[src/rtl/fpx_pkg.sv]
package fpx_pkg;
   localparam int EXC_N       = 6;
   localparam int EXC_INV     = 0;
   localparam int EXC_DZE     = 1;
   localparam int EXC_OVF     = 2;
   localparam int EXC_UNF     = 3;
   localparam int EXC_INE     = 4;
   localparam int EXC_IOV     = 5;
   localparam int POS_LO      = 49;
   localparam int POS_INV_DIS = 49;
   localparam int POS_DZ_DIS  = 50;
   localparam int POS_OVF_DIS = 51;
   localparam int POS_FLAG_LO = 52;
   localparam int POS_RM_LO   = 58;
   localparam int POS_UF_ZERO = 60;
   localparam int POS_UF_DIS  = 61;
   localparam int POS_HI      = 61;

   typedef enum logic [1:0] {
      RM_CHOP = 2'b00,
      RM_MINF = 2'b01,
      RM_NEAR = 2'b10,
      RM_PINF = 2'b11
   } rmode_e;

   typedef struct packed {
      logic   uf_dis;
      logic   uf_zero;
      rmode_e rm;
      logic   ovf_dis;
      logic   dz_dis;
      logic   inv_dis;
   } ctl_t;
endpackage

[src/rtl/fpx_csr.sv]
module fpx_csr
   import fpx_pkg::*;
#(
   parameter int XLEN        = 64,
   parameter bit HW_SET_WINS = 1'b1
) (
   input  logic             clk,
   input  logic             rst_n,
   input  logic             sw_we,
   input  logic [XLEN-1:0]  sw_wdata,
   input  logic             set_vld,
   input  logic [EXC_N-1:0] set_exc,
   output ctl_t             ctl,
   output logic [XLEN-1:0]  rdata
);
   localparam logic [XLEN-1:0] FIELD_MASK =
      ((XLEN'(1) << (POS_HI - POS_LO + 1)) - XLEN'(1)) << POS_LO;

   ctl_t             ctl_q, ctl_d;
   logic [EXC_N-1:0] flag_q, flag_d, flag_wr, flag_set;

   assign flag_wr  = sw_wdata[POS_FLAG_LO +: EXC_N];
   assign flag_set = set_vld ? set_exc : '0;

   always_comb begin
      ctl_d = ctl_q;
      if (sw_we) begin
         ctl_d.uf_dis  = sw_wdata[POS_UF_DIS];
         ctl_d.uf_zero = sw_wdata[POS_UF_ZERO];
         ctl_d.rm      = rmode_e'(sw_wdata[POS_RM_LO +: 2]);
         ctl_d.ovf_dis = sw_wdata[POS_OVF_DIS];
         ctl_d.dz_dis  = sw_wdata[POS_DZ_DIS];
         ctl_d.inv_dis = sw_wdata[POS_INV_DIS];
      end
   end

   generate
      if (HW_SET_WINS) begin : g_hw_wins
         assign flag_d = (sw_we ? flag_wr : flag_q) | flag_set;
      end else begin : g_sw_wins
         assign flag_d = sw_we ? flag_wr : (flag_q | flag_set);
      end
   endgenerate

   always_ff @(posedge clk or negedge rst_n) begin
      if (!rst_n) begin
         ctl_q  <= '0;
         flag_q <= '0;
      end else begin
         ctl_q  <= ctl_d;
         flag_q <= flag_d;
      end
   end

   always_comb begin
      rdata                             = '0;
      rdata[POS_UF_DIS]                 = ctl_q.uf_dis;
      rdata[POS_UF_ZERO]                = ctl_q.uf_zero;
      rdata[POS_RM_LO +: 2]             = ctl_q.rm;
      rdata[POS_FLAG_LO +: EXC_N]       = flag_q;
      rdata[POS_OVF_DIS]                = ctl_q.ovf_dis;
      rdata[POS_DZ_DIS]                 = ctl_q.dz_dis;
      rdata[POS_INV_DIS]                = ctl_q.inv_dis;
   end

   assign ctl = ctl_q;

   logic unused_wdata;
   generate
      if (XLEN > POS_HI + 1) begin : g_upper
         assign unused_wdata = ^{sw_wdata[XLEN-1:POS_HI+1], sw_wdata[POS_LO-1:0]};
      end else begin : g_no_upper
         assign unused_wdata = ^sw_wdata[POS_LO-1:0];
      end
   endgenerate

   // Padding bits never carry data
   assert_pad_zero_R2: assert property (@(posedge clk) disable iff (!rst_n)
      (rdata & ~FIELD_MASK) == '0)
      else $error("padding bit set");

   generate
      for (genvar k = 0; k < EXC_N; k++) begin : g_flag_chk
         assert_flag_hold_R3: assert property (@(posedge clk) disable iff (!rst_n)
            (flag_q[k] && !sw_we) |=> flag_q[k])
            else $error("sticky flag dropped");
         if (HW_SET_WINS) begin : g_win
            assert_hw_set_R4: assert property (@(posedge clk) disable iff (!rst_n)
               (set_vld && set_exc[k]) |=> flag_q[k])
               else $error("hardware set lost");
         end
      end
   endgenerate
endmodule

[src/rtl/fpx_rnd_sel.sv]
module fpx_rnd_sel
   import fpx_pkg::*;
(
   input  logic       use_dyn,
   input  rmode_e     dyn_rm,
   input  logic [1:0] instr_rm,
   output logic [1:0] rm_out
);
   always_comb begin
      if (use_dyn) rm_out = dyn_rm;
      else         rm_out = instr_rm;
   end
endmodule

[src/rtl/fpx_trap_dec.sv]
module fpx_trap_dec
   import fpx_pkg::*;
(
   input  logic             clk,
   input  logic             rst_n,
   input  logic             vld,
   input  logic [EXC_N-1:0] exc,
   input  logic             inv_fix,
   input  ctl_t             ctl,
   output logic             trap,
   output logic [EXC_N-1:0] cause,
   output logic             use_ieee,
   output logic             use_zero
);
   logic [EXC_N-1:0] hit;
   logic [EXC_N-1:0] quiet;
   logic             unused_bits;

   assign hit = vld ? exc : '0;
   assign unused_bits = ^{ctl.rm};

   always_comb begin
      quiet          = '0;
      quiet[EXC_INV] = ctl.inv_dis && inv_fix;
      quiet[EXC_DZE] = ctl.dz_dis;
      quiet[EXC_OVF] = ctl.ovf_dis;
      quiet[EXC_UNF] = ctl.uf_dis && ctl.uf_zero;
      quiet[EXC_INE] = 1'b1;
      quiet[EXC_IOV] = 1'b0;
   end

   assign cause    = hit & ~quiet;
   assign trap     = |cause;
   assign use_ieee = (hit[EXC_INV] & quiet[EXC_INV]) |
                     (hit[EXC_DZE] & quiet[EXC_DZE]) |
                     (hit[EXC_OVF] & quiet[EXC_OVF]);
   assign use_zero = hit[EXC_UNF] & quiet[EXC_UNF];

   assert_ine_quiet_R9: assert property (@(posedge clk) disable iff (!rst_n)
      !cause[EXC_INE])
      else $error("inexact raised a trap");

   assert_uf_zero_R6: assert property (@(posedge clk) disable iff (!rst_n)
      use_zero |-> (exc[EXC_UNF] && !cause[EXC_UNF] && ctl.uf_dis))
      else $error("zero forced while underflow trapped");

   assert_idle_quiet_R12: assert property (@(posedge clk) disable iff (!rst_n)
      !vld |-> (!trap && !use_ieee && !use_zero))
      else $error("decision without completion");

   assert_iov_traps_R9: assert property (@(posedge clk) disable iff (!rst_n)
      (vld && exc[EXC_IOV]) |-> trap)
      else $error("integer overflow did not trap");
endmodule

[src/rtl/fpx_ctl.sv]
module fpx_ctl
   import fpx_pkg::*;
#(
   parameter int XLEN        = 64,
   parameter bit TRAP_REG    = 1'b0,
   parameter bit HW_SET_WINS = 1'b1
) (
   input  logic            clk,
   input  logic            rst_n,
   input  logic            sw_we,
   input  logic [XLEN-1:0] sw_wdata,
   output logic [XLEN-1:0] sw_rdata,
   input  logic            cmp_vld,
   input  logic [5:0]      cmp_exc,
   input  logic            cmp_inv_fixable,
   input  logic            cmp_rm_dyn,
   input  logic [1:0]      cmp_rm_static,
   output logic [1:0]      rm_eff,
   output logic            trap_req,
   output logic [5:0]      trap_cause,
   output logic            sub_ieee,
   output logic            sub_zero
);
   generate
      if (XLEN < POS_HI + 1) begin : g_bad_xlen
         $error("XLEN must hold bit 61");
      end
      if (EXC_N != 6) begin : g_bad_exc
         $error("condition vector must be six bits");
      end
   endgenerate

   ctl_t             ctl;
   logic             d_trap, d_ieee, d_zero;
   logic [EXC_N-1:0] d_cause;

   fpx_csr #(.XLEN(XLEN), .HW_SET_WINS(HW_SET_WINS)) u_csr (
      .clk      (clk),
      .rst_n    (rst_n),
      .sw_we    (sw_we),
      .sw_wdata (sw_wdata),
      .set_vld  (cmp_vld),
      .set_exc  (cmp_exc),
      .ctl      (ctl),
      .rdata    (sw_rdata)
   );

   fpx_rnd_sel u_rnd (
      .use_dyn  (cmp_rm_dyn),
      .dyn_rm   (ctl.rm),
      .instr_rm (cmp_rm_static),
      .rm_out   (rm_eff)
   );

   fpx_trap_dec u_dec (
      .clk      (clk),
      .rst_n    (rst_n),
      .vld      (cmp_vld),
      .exc      (cmp_exc),
      .inv_fix  (cmp_inv_fixable),
      .ctl      (ctl),
      .trap     (d_trap),
      .cause    (d_cause),
      .use_ieee (d_ieee),
      .use_zero (d_zero)
   );

   generate
      if (TRAP_REG) begin : g_reg_out
         always_ff @(posedge clk or negedge rst_n) begin
            if (!rst_n) begin
               trap_req   <= 1'b0;
               trap_cause <= '0;
               sub_ieee   <= 1'b0;
               sub_zero   <= 1'b0;
            end else begin
               trap_req   <= d_trap;
               trap_cause <= d_cause;
               sub_ieee   <= d_ieee;
               sub_zero   <= d_zero;
            end
         end
         assert_out_lag_R11: assert property (@(posedge clk) disable iff (!rst_n)
            (cmp_vld && cmp_exc[EXC_IOV]) |=> trap_req)
            else $error("registered trap missing");
      end else begin : g_comb_out
         assign trap_req   = d_trap;
         assign trap_cause = d_cause;
         assign sub_ieee   = d_ieee;
         assign sub_zero   = d_zero;
      end
   endgenerate

   assert_req_or_R10: assert property (@(posedge clk) disable iff (!rst_n)
      trap_req == (trap_cause != '0))
      else $error("trap request disagrees with cause");
endmodule

[config.mk]
export PLATFORM = sky130hd
export DESIGN_NAME = fpx_ctl
export DESIGN_NICKNAME = d
export VERILOG_FILES = /design/src/rtl/fpx_pkg.sv /design/src/rtl/fpx_csr.sv /design/src/rtl/fpx_rnd_sel.sv /design/src/rtl/fpx_trap_dec.sv /design/src/rtl/fpx_ctl.sv
export SDC_FILE = /design/constraint.sdc
export NUM_CORES = 1
export LEC_CHECK = 0
export CAP_MARGIN = 20
export CORE_UTILIZATION = 26
export DETAILED_ROUTE_END_ITERATION = 7
export PLACE_DENSITY = 0.87
export REMOVE_ABC_BUFFERS = 1
export SLEW_MARGIN = 15
export SYNTH_ARGS = -nofsm -noshare
export SYNTH_HDL_FRONTEND = slang
export SYNTH_HIERARCHICAL = 1
export SYNTH_SLANG_ARGS = --single-unit
[constraint.sdc]
create_clock -name clk -period 2.7 [get_ports clk]
set_clock_uncertainty 0.1 [all_clocks]
set_input_delay 0.27 -clock clk [delete_from_list [all_inputs] [get_ports clk]]
set_output_delay 0.27 -clock clk [all_outputs]
set_load 0.05 [all_outputs]
## Word-level counts from Yosys, hierarchy flattened

Index checks and enable logic that the tools add are counted.

| word-level totals | value |
|---|---|
| input bits | 78 |
| register bits | 13 |

| cells by class | value |
|---|---|
| multiplexer cells | 3 |
| bitwise operators | 9 |
| reductions and logical operators | 3 |

Operator list:

| operator | number |
|---|---|
| $mux W6 | 2 |
| $and A6 B6 Y6 | 1 |
| $not A5 Y6 | 1 |
| $or A6 B6 Y6 | 1 |
| $reduce_or A6 Y1 | 1 |
| $and A1 B1 Y1 | 4 |
| $logic_and A1 B1 Y1 | 2 |
| $mux W2 | 1 |
| $or A1 B1 Y1 | 2 |

## Longest topological paths before layout

| depth | value |
|---|---|
| word-level depth | 4 |
| mapped depth | 4 |

## Hierarchy

Netlist, hierarchy kept.

Modules (own cells, without submodules):

| module | cells each | area each (um^2) | sequential area each (um^2) | instances |
|---|---|---|---|---|
| fpx_csr | 98 | 967.2 | 325.3 | 1 |
| fpx_trap_dec | 17 | 92.6 | 0.0 | 1 |
| fpx_rnd_sel | 2 | 22.5 | 0.0 | 1 |

## Worst setup path after synthesis

Ideal clock, no wire load.

| timing | value |
|---|---|
| path type | register to output |
| from | reg u_csr.ctl_q (netlist bit u_csr/ctl[6]) |
| to | out trap_req |
| required time | 2.330 ns |
| stages on the path, launching flop included | 3 |
| slack | 0.593 ns |
| arrival time | 1.737 ns |
| cells stage by stage | dfrtp_1 a21oi_1 or4b_1 |

| on the way | value |
|---|---|
| cells in the longest elaborated chain, start to end | 4 |

RTL lines:

| item | RTL line | RTL |
|---|---|---|
| start: declaration | fpx_csr.sv:19 | `ctl_t ctl_q, ctl_d;` |
| start signal: assignment | fpx_csr.sv:50 | `ctl_q <= ctl_d;` |
| $logic_and A1 B1 Y1 | fpx_trap_dec.sv:27 | `quiet[EXC_UNF] = ctl.uf_dis && ctl.uf_zero;` |
| $not A5 Y6 | fpx_trap_dec.sv:32 | `assign cause = hit & ~quiet;` |
| $and A6 B6 Y6 | fpx_trap_dec.sv:32 |  |
| via trap_cause[3] | fpx_ctl.sv:20 | `output logic [5:0] trap_cause,` |
| $reduce_or A6 Y1 | fpx_trap_dec.sv:33 | `assign trap = \|cause;` |
| end: declaration | fpx_ctl.sv:19 | `output logic trap_req,` |

The timed path passes the listed nets, and every way through them passes these cells.

## Final worst setup path

| timing | value |
|---|---|
| from | in cmp_rm_dyn |
| to | out rm_eff[0] |

| on the way | value |
|---|---|
| cells in the longest elaborated chain, start to end | 1 |

RTL lines:

| item | RTL line | RTL |
|---|---|---|
| start: declaration | fpx_ctl.sv:16 | `input logic cmp_rm_dyn,` |
| $mux W2 | fpx_rnd_sel.sv:10 | `if (use_dyn) rm_out = dyn_rm;` |
| end: declaration | fpx_ctl.sv:18 | `output logic [1:0] rm_eff,` |

Every way passes these cells.

==> impl_table.tex <==
\begin{tabular}{lr}
\hline
Metric & Value \\
\hline
\multicolumn{2}{l}{\textbf{Layout}} \\
\quad Ant. Diodes & 0 \\
\quad Fill cell count & roughly 410 \\
\quad Final Net Count & between 200 and 250 \\
\quad Sequential Area & around 330 um2 \\
\quad Fraction of final layout cells sized beyond drive strength 1 & 0.138 \\
\quad Area of the multi-input gates & $\sim$460 um2 \\
\quad Post-Route Utilization & 0.347 \\
\quad Cell area after layout & between 0.001 and 0.0015 mm2 \\
\quad Layout area overhead & 28.2\% \\
\multicolumn{2}{l}{\textbf{Critical path}} \\
\quad Worst path cell trace & clkdlybuf4s50\_1 -> mux2\_2 -> clkdlybuf4s50\_1 \\
\quad Type of element capturing the critical path & output port \\
\quad Critical Path Slowest Stage Cell & clkdlybuf4s50\_1 \\
\quad Signal arrival time at the worst endpoint & between 1.5 and 2 ns \\
\quad Critical path type & in2out \\
\quad Startpoint type of the worst setup path & primary input \\
\quad R2r startpoint & u\_csr/flag\_q[3]\$\_DFF\_PN0\_ \\
\quad Maximum net fanout on the critical path & 2 \\
\quad Highest cell delay on the worst timing path & around 0.70 ns \\
\quad Dominant cell type by count on the critical path & clkdlybuf4s50\_1 \\
\quad Endpoint required time on the critical path & between 2 and 2.5 ns \\
\quad Capture point of the worst reg-to-reg path & u\_csr/flag\_q[3]\$\_DFF\_PN0\_ \\
\quad Cell count of the worst reg-to-reg path & 2 \\
\quad Worst setup slack for register-to-register paths & between 1.5 and 2 ns \\
\multicolumn{2}{l}{\textbf{STA}} \\
\quad Upper clock frequency limit & between 400 and 500 MHz \\
\quad Final critical-path setup slack & about 0.53 ns \\
\quad Accumulated negative setup slack & 0 ns \\
\quad Max-slew violation total from the final report & 0 \\
\quad RSZ-0062 raised after global routing & no \\
\quad Worst slew pin tran & about 0.8 ns \\
\quad Total setup violations reported at the end of the flow & 0 \\
\quad Final hold violation count & 0 \\
\quad Tmin final & approximately 2.2 ns \\
\quad Post-route clock period utilization & 0.805 \\
\quad Remaining max-slew budget at the tightest pin & 0.479 \\
\multicolumn{2}{l}{\textbf{Routing}} \\
\quad DRT antenna net count & 0 \\
\quad Number of remaining DRC errors & 0 \\
\quad Total wire length & roughly 2.1 mm \\
\quad Vias per inst & roughly 3.5 \\
\quad Per-cell routed wire length & 10.1 um \\
\quad Overall via count from detail\_route & $\sim$740 \\
\quad Violation count after the first detailed-route iteration & 16 \\
\quad Pre-antenna DRT Iters & 6 \\
\multicolumn{2}{l}{\textbf{Clock network}} \\
\quad CTS H-tree depth & 1 \\
\quad Number of hold-repair buffers added at the cts stage & 0 \\
\quad Post-CTS sizing & 0 \\
\quad Count of clock tree sinks & 13 \\
\quad Clock tree from TritonCTS & built \\
\quad Setup Fix Bufs, Post-CTS & 0 \\
\quad Clock slew seen by the registers of the worst setup and hold paths & about 0.060 ns \\
\quad TritonCTS buffer count & 3 \\
\quad Cell chosen for the clock root & clkbuf\_8 \\
\quad Clock latency on the worst-skew pair & between 0.2 and 0.25 ns \\
\quad Buffer depth of the longest clock path & 2 \\
\multicolumn{2}{l}{\textbf{Placement}} \\
\quad Input/output buffers & 49 \\
\quad Total cell area at the placement stage & around 0.0013 mm2 \\
\quad Placed wire-length estimate & between 1.5 and 2 mm \\
\quad Pre-CTS setup slack & 0.518 ns \\
\quad Weighted congestion at the end of routability-driven global placement & between 0.6 and 0.7 \\
\multicolumn{2}{l}{\textbf{Global route}} \\
\quad Overall fraction of global-route tracks in use & 0.0895 \\
\quad Total grt overflow & 0 \\
\quad Maximum number of pins on one net before global-route repair & 20 \\
\quad Wire length of the first global-routing pass & between 2 and 3 mm \\
\quad Vias in the first global route & 590 \\
\quad Number of antenna violations at the first check in global routing & 0 \\
\multicolumn{2}{l}{\textbf{Yosys}} \\
\quad Mean area per synthesized cell & 9.25 um2 \\
\quad Synth top area share & 0.409 \\
\quad Unique cell type count in the Yosys netlist & 19 \\
\quad Sequential element share of the synthesized area & 0.301 \\
\quad Post-Syn Instances & about 120 \\
\quad Count of warnings emitted by yosys & 6 \\
\quad Dominant cells by area after synthesis & buf\_4 (41\%), dfrtp\_1 (30\%), mux2\_2 (9.4\%) \\
\quad Area leader, netlist & buf\_4 \\
\quad Post-synthesis sequential element count & 13 \\
\quad Post-synth design cell area & between 0.001 and 0.0015 mm2 \\
\multicolumn{2}{l}{\textbf{Floorplanning}} \\
\quad Count of standard-cell rows & 23 \\
\quad Width of the die & 66.5 um \\
\quad Area of the core region & between 0.004 and 0.005 mm2 \\
\quad Die Area & between 0.004 and 0.005 mm2 \\
\quad Starting Density & 0.271 \\
\quad Y dimension of the die & 66.5 um \\
\quad Count of pins on the block boundary & about 150 \\
\multicolumn{2}{l}{\textbf{Pwr}} \\
\quad Max rail drop VDD & 0.000333 V \\
\quad Leakage & 0.678 nW \\
\quad Total power density per cell area & about 590 mW/mm2 \\
\multicolumn{2}{l}{\textbf{Hold path}} \\
\quad Worst min path class & in2async \\
\multicolumn{2}{l}{\textbf{Run}} \\
\quad Maximum capacitance violations & 0 \\
\multicolumn{2}{l}{\textbf{Status}} \\
\quad Run status & complete, no violations \\
\hline
\end{tabular}
==> how the worst max path moves through the flow <==
stage / from / to / slack [ns] / cells past startpoint
finish: cmp_rm_dyn / rm_eff[0] / 0.53 / 3
global route: cmp_rm_dyn / rm_eff[1] / 0.48 / 3
floorplan: u_csr/ctl[6]$_DFFE_PN0P_ / trap_req / 0.34 / 2
detailed placement: cmp_rm_dyn / rm_eff[0] / 0.52 / 3
CTS: cmp_rm_dyn / rm_eff[0] / 0.52 / 3
global placement: cmp_rm_dyn / rm_eff[0] / 0.54 / 3
==> critical path: cells and delay by family <==
| family | cells | cell delay, ns |
|---|---|---|
| muxes | 1 | 0.33 |
| buffers and inverters | 2 | 1.20 |
==> metrics by stage <==
step / std cells / total power, W / hold slack (ns)
floorplan: 106 / 0.000531 / -0.126
global placement: 206 / 0.000646 / 0.398
detailed placement: 206 / 0.000649 / 0.404
CTS: 210 / 0.000834 / 0.337
global route: 210 / 0.000865 / 0.364
finish: 210 / 0.000822 / 0.303
==> final cells by class <==
class | count | share of cell area
Tap cell | 50 | 0.0451
Clock inverter | 1 | 0.00361
Multi-Input combinational cell | 88 | 0.329
Timing Repair Buffer | 50 | 0.344
Inverter | 5 | 0.0135
Clock buffer | 3 | 0.0298
Sequential cell | 13 | 0.234
==> cells by family (layout without fill, tap and decap cells) <==
logic type,count (synthesis),count (layout),synth area share
AOI/OAI and AO/OA,15,15,0.0902
buffers and inverters,66,59,0.451
DFF,13,13,0.301
muxes,9,9,0.0936
other,2,52,0.00694
and+or+nand+nor,12,12,0.0578
==> sequential cells by signal, summed over array words and instances (netlist names) <==
register,cells
u_csr/ctl,7
u_csr/flag_q,6
==> where the power goes <==
part,switching (W),total [W],internal [W]
Sequential,0.0000151,0.000229,0.000214
Clock,0.0000753,0.000177,0.000102
Combinational,0.000311,0.000416,0.000105
Total,0.000401,0.000822,0.000421
==> synthesized netlist by cell type (all sizes together) <==
cell	count
mux2	9
nor2	3
buf	61
and3b	1
a21oi	2
nor2b	1
or4b	1
a21boi	1
inv	5
nand3	1
nand2	4
a221o	1
and2	1
a22oi	6
dfrtp	13
o21ai	5
conb	2
==> routing by layer <==
metal	vias to the layer above	global-route usage	wire (um)
li1	352	-	-
met1	344	0.103	898
met2	45	0.149	1030
met3	0	0.0514	196
met4	0	0.00798	0
met5	-	0	0
==> cell usage in the layout, fill, tap and decap left out, drive strengths merged <==
master	Yosys	layout
clkbuf	0	3
and3b	1	1
dfrtp	13	13
nand3	1	1
a21boi	1	1
buf	61	9
clkinv	0	1
clkdlybuf4s50	0	41
mux2	9	9
inv	5	5
and2	1	1
a21oi	2	2
conb	2	52
nor2b	1	1
a221o	1	1
nor2	3	3
nand2	4	4
o21ai	5	5
a22oi	6	6
or4b	1	1
No activity file was read; power rests on OpenSTA's default activity.
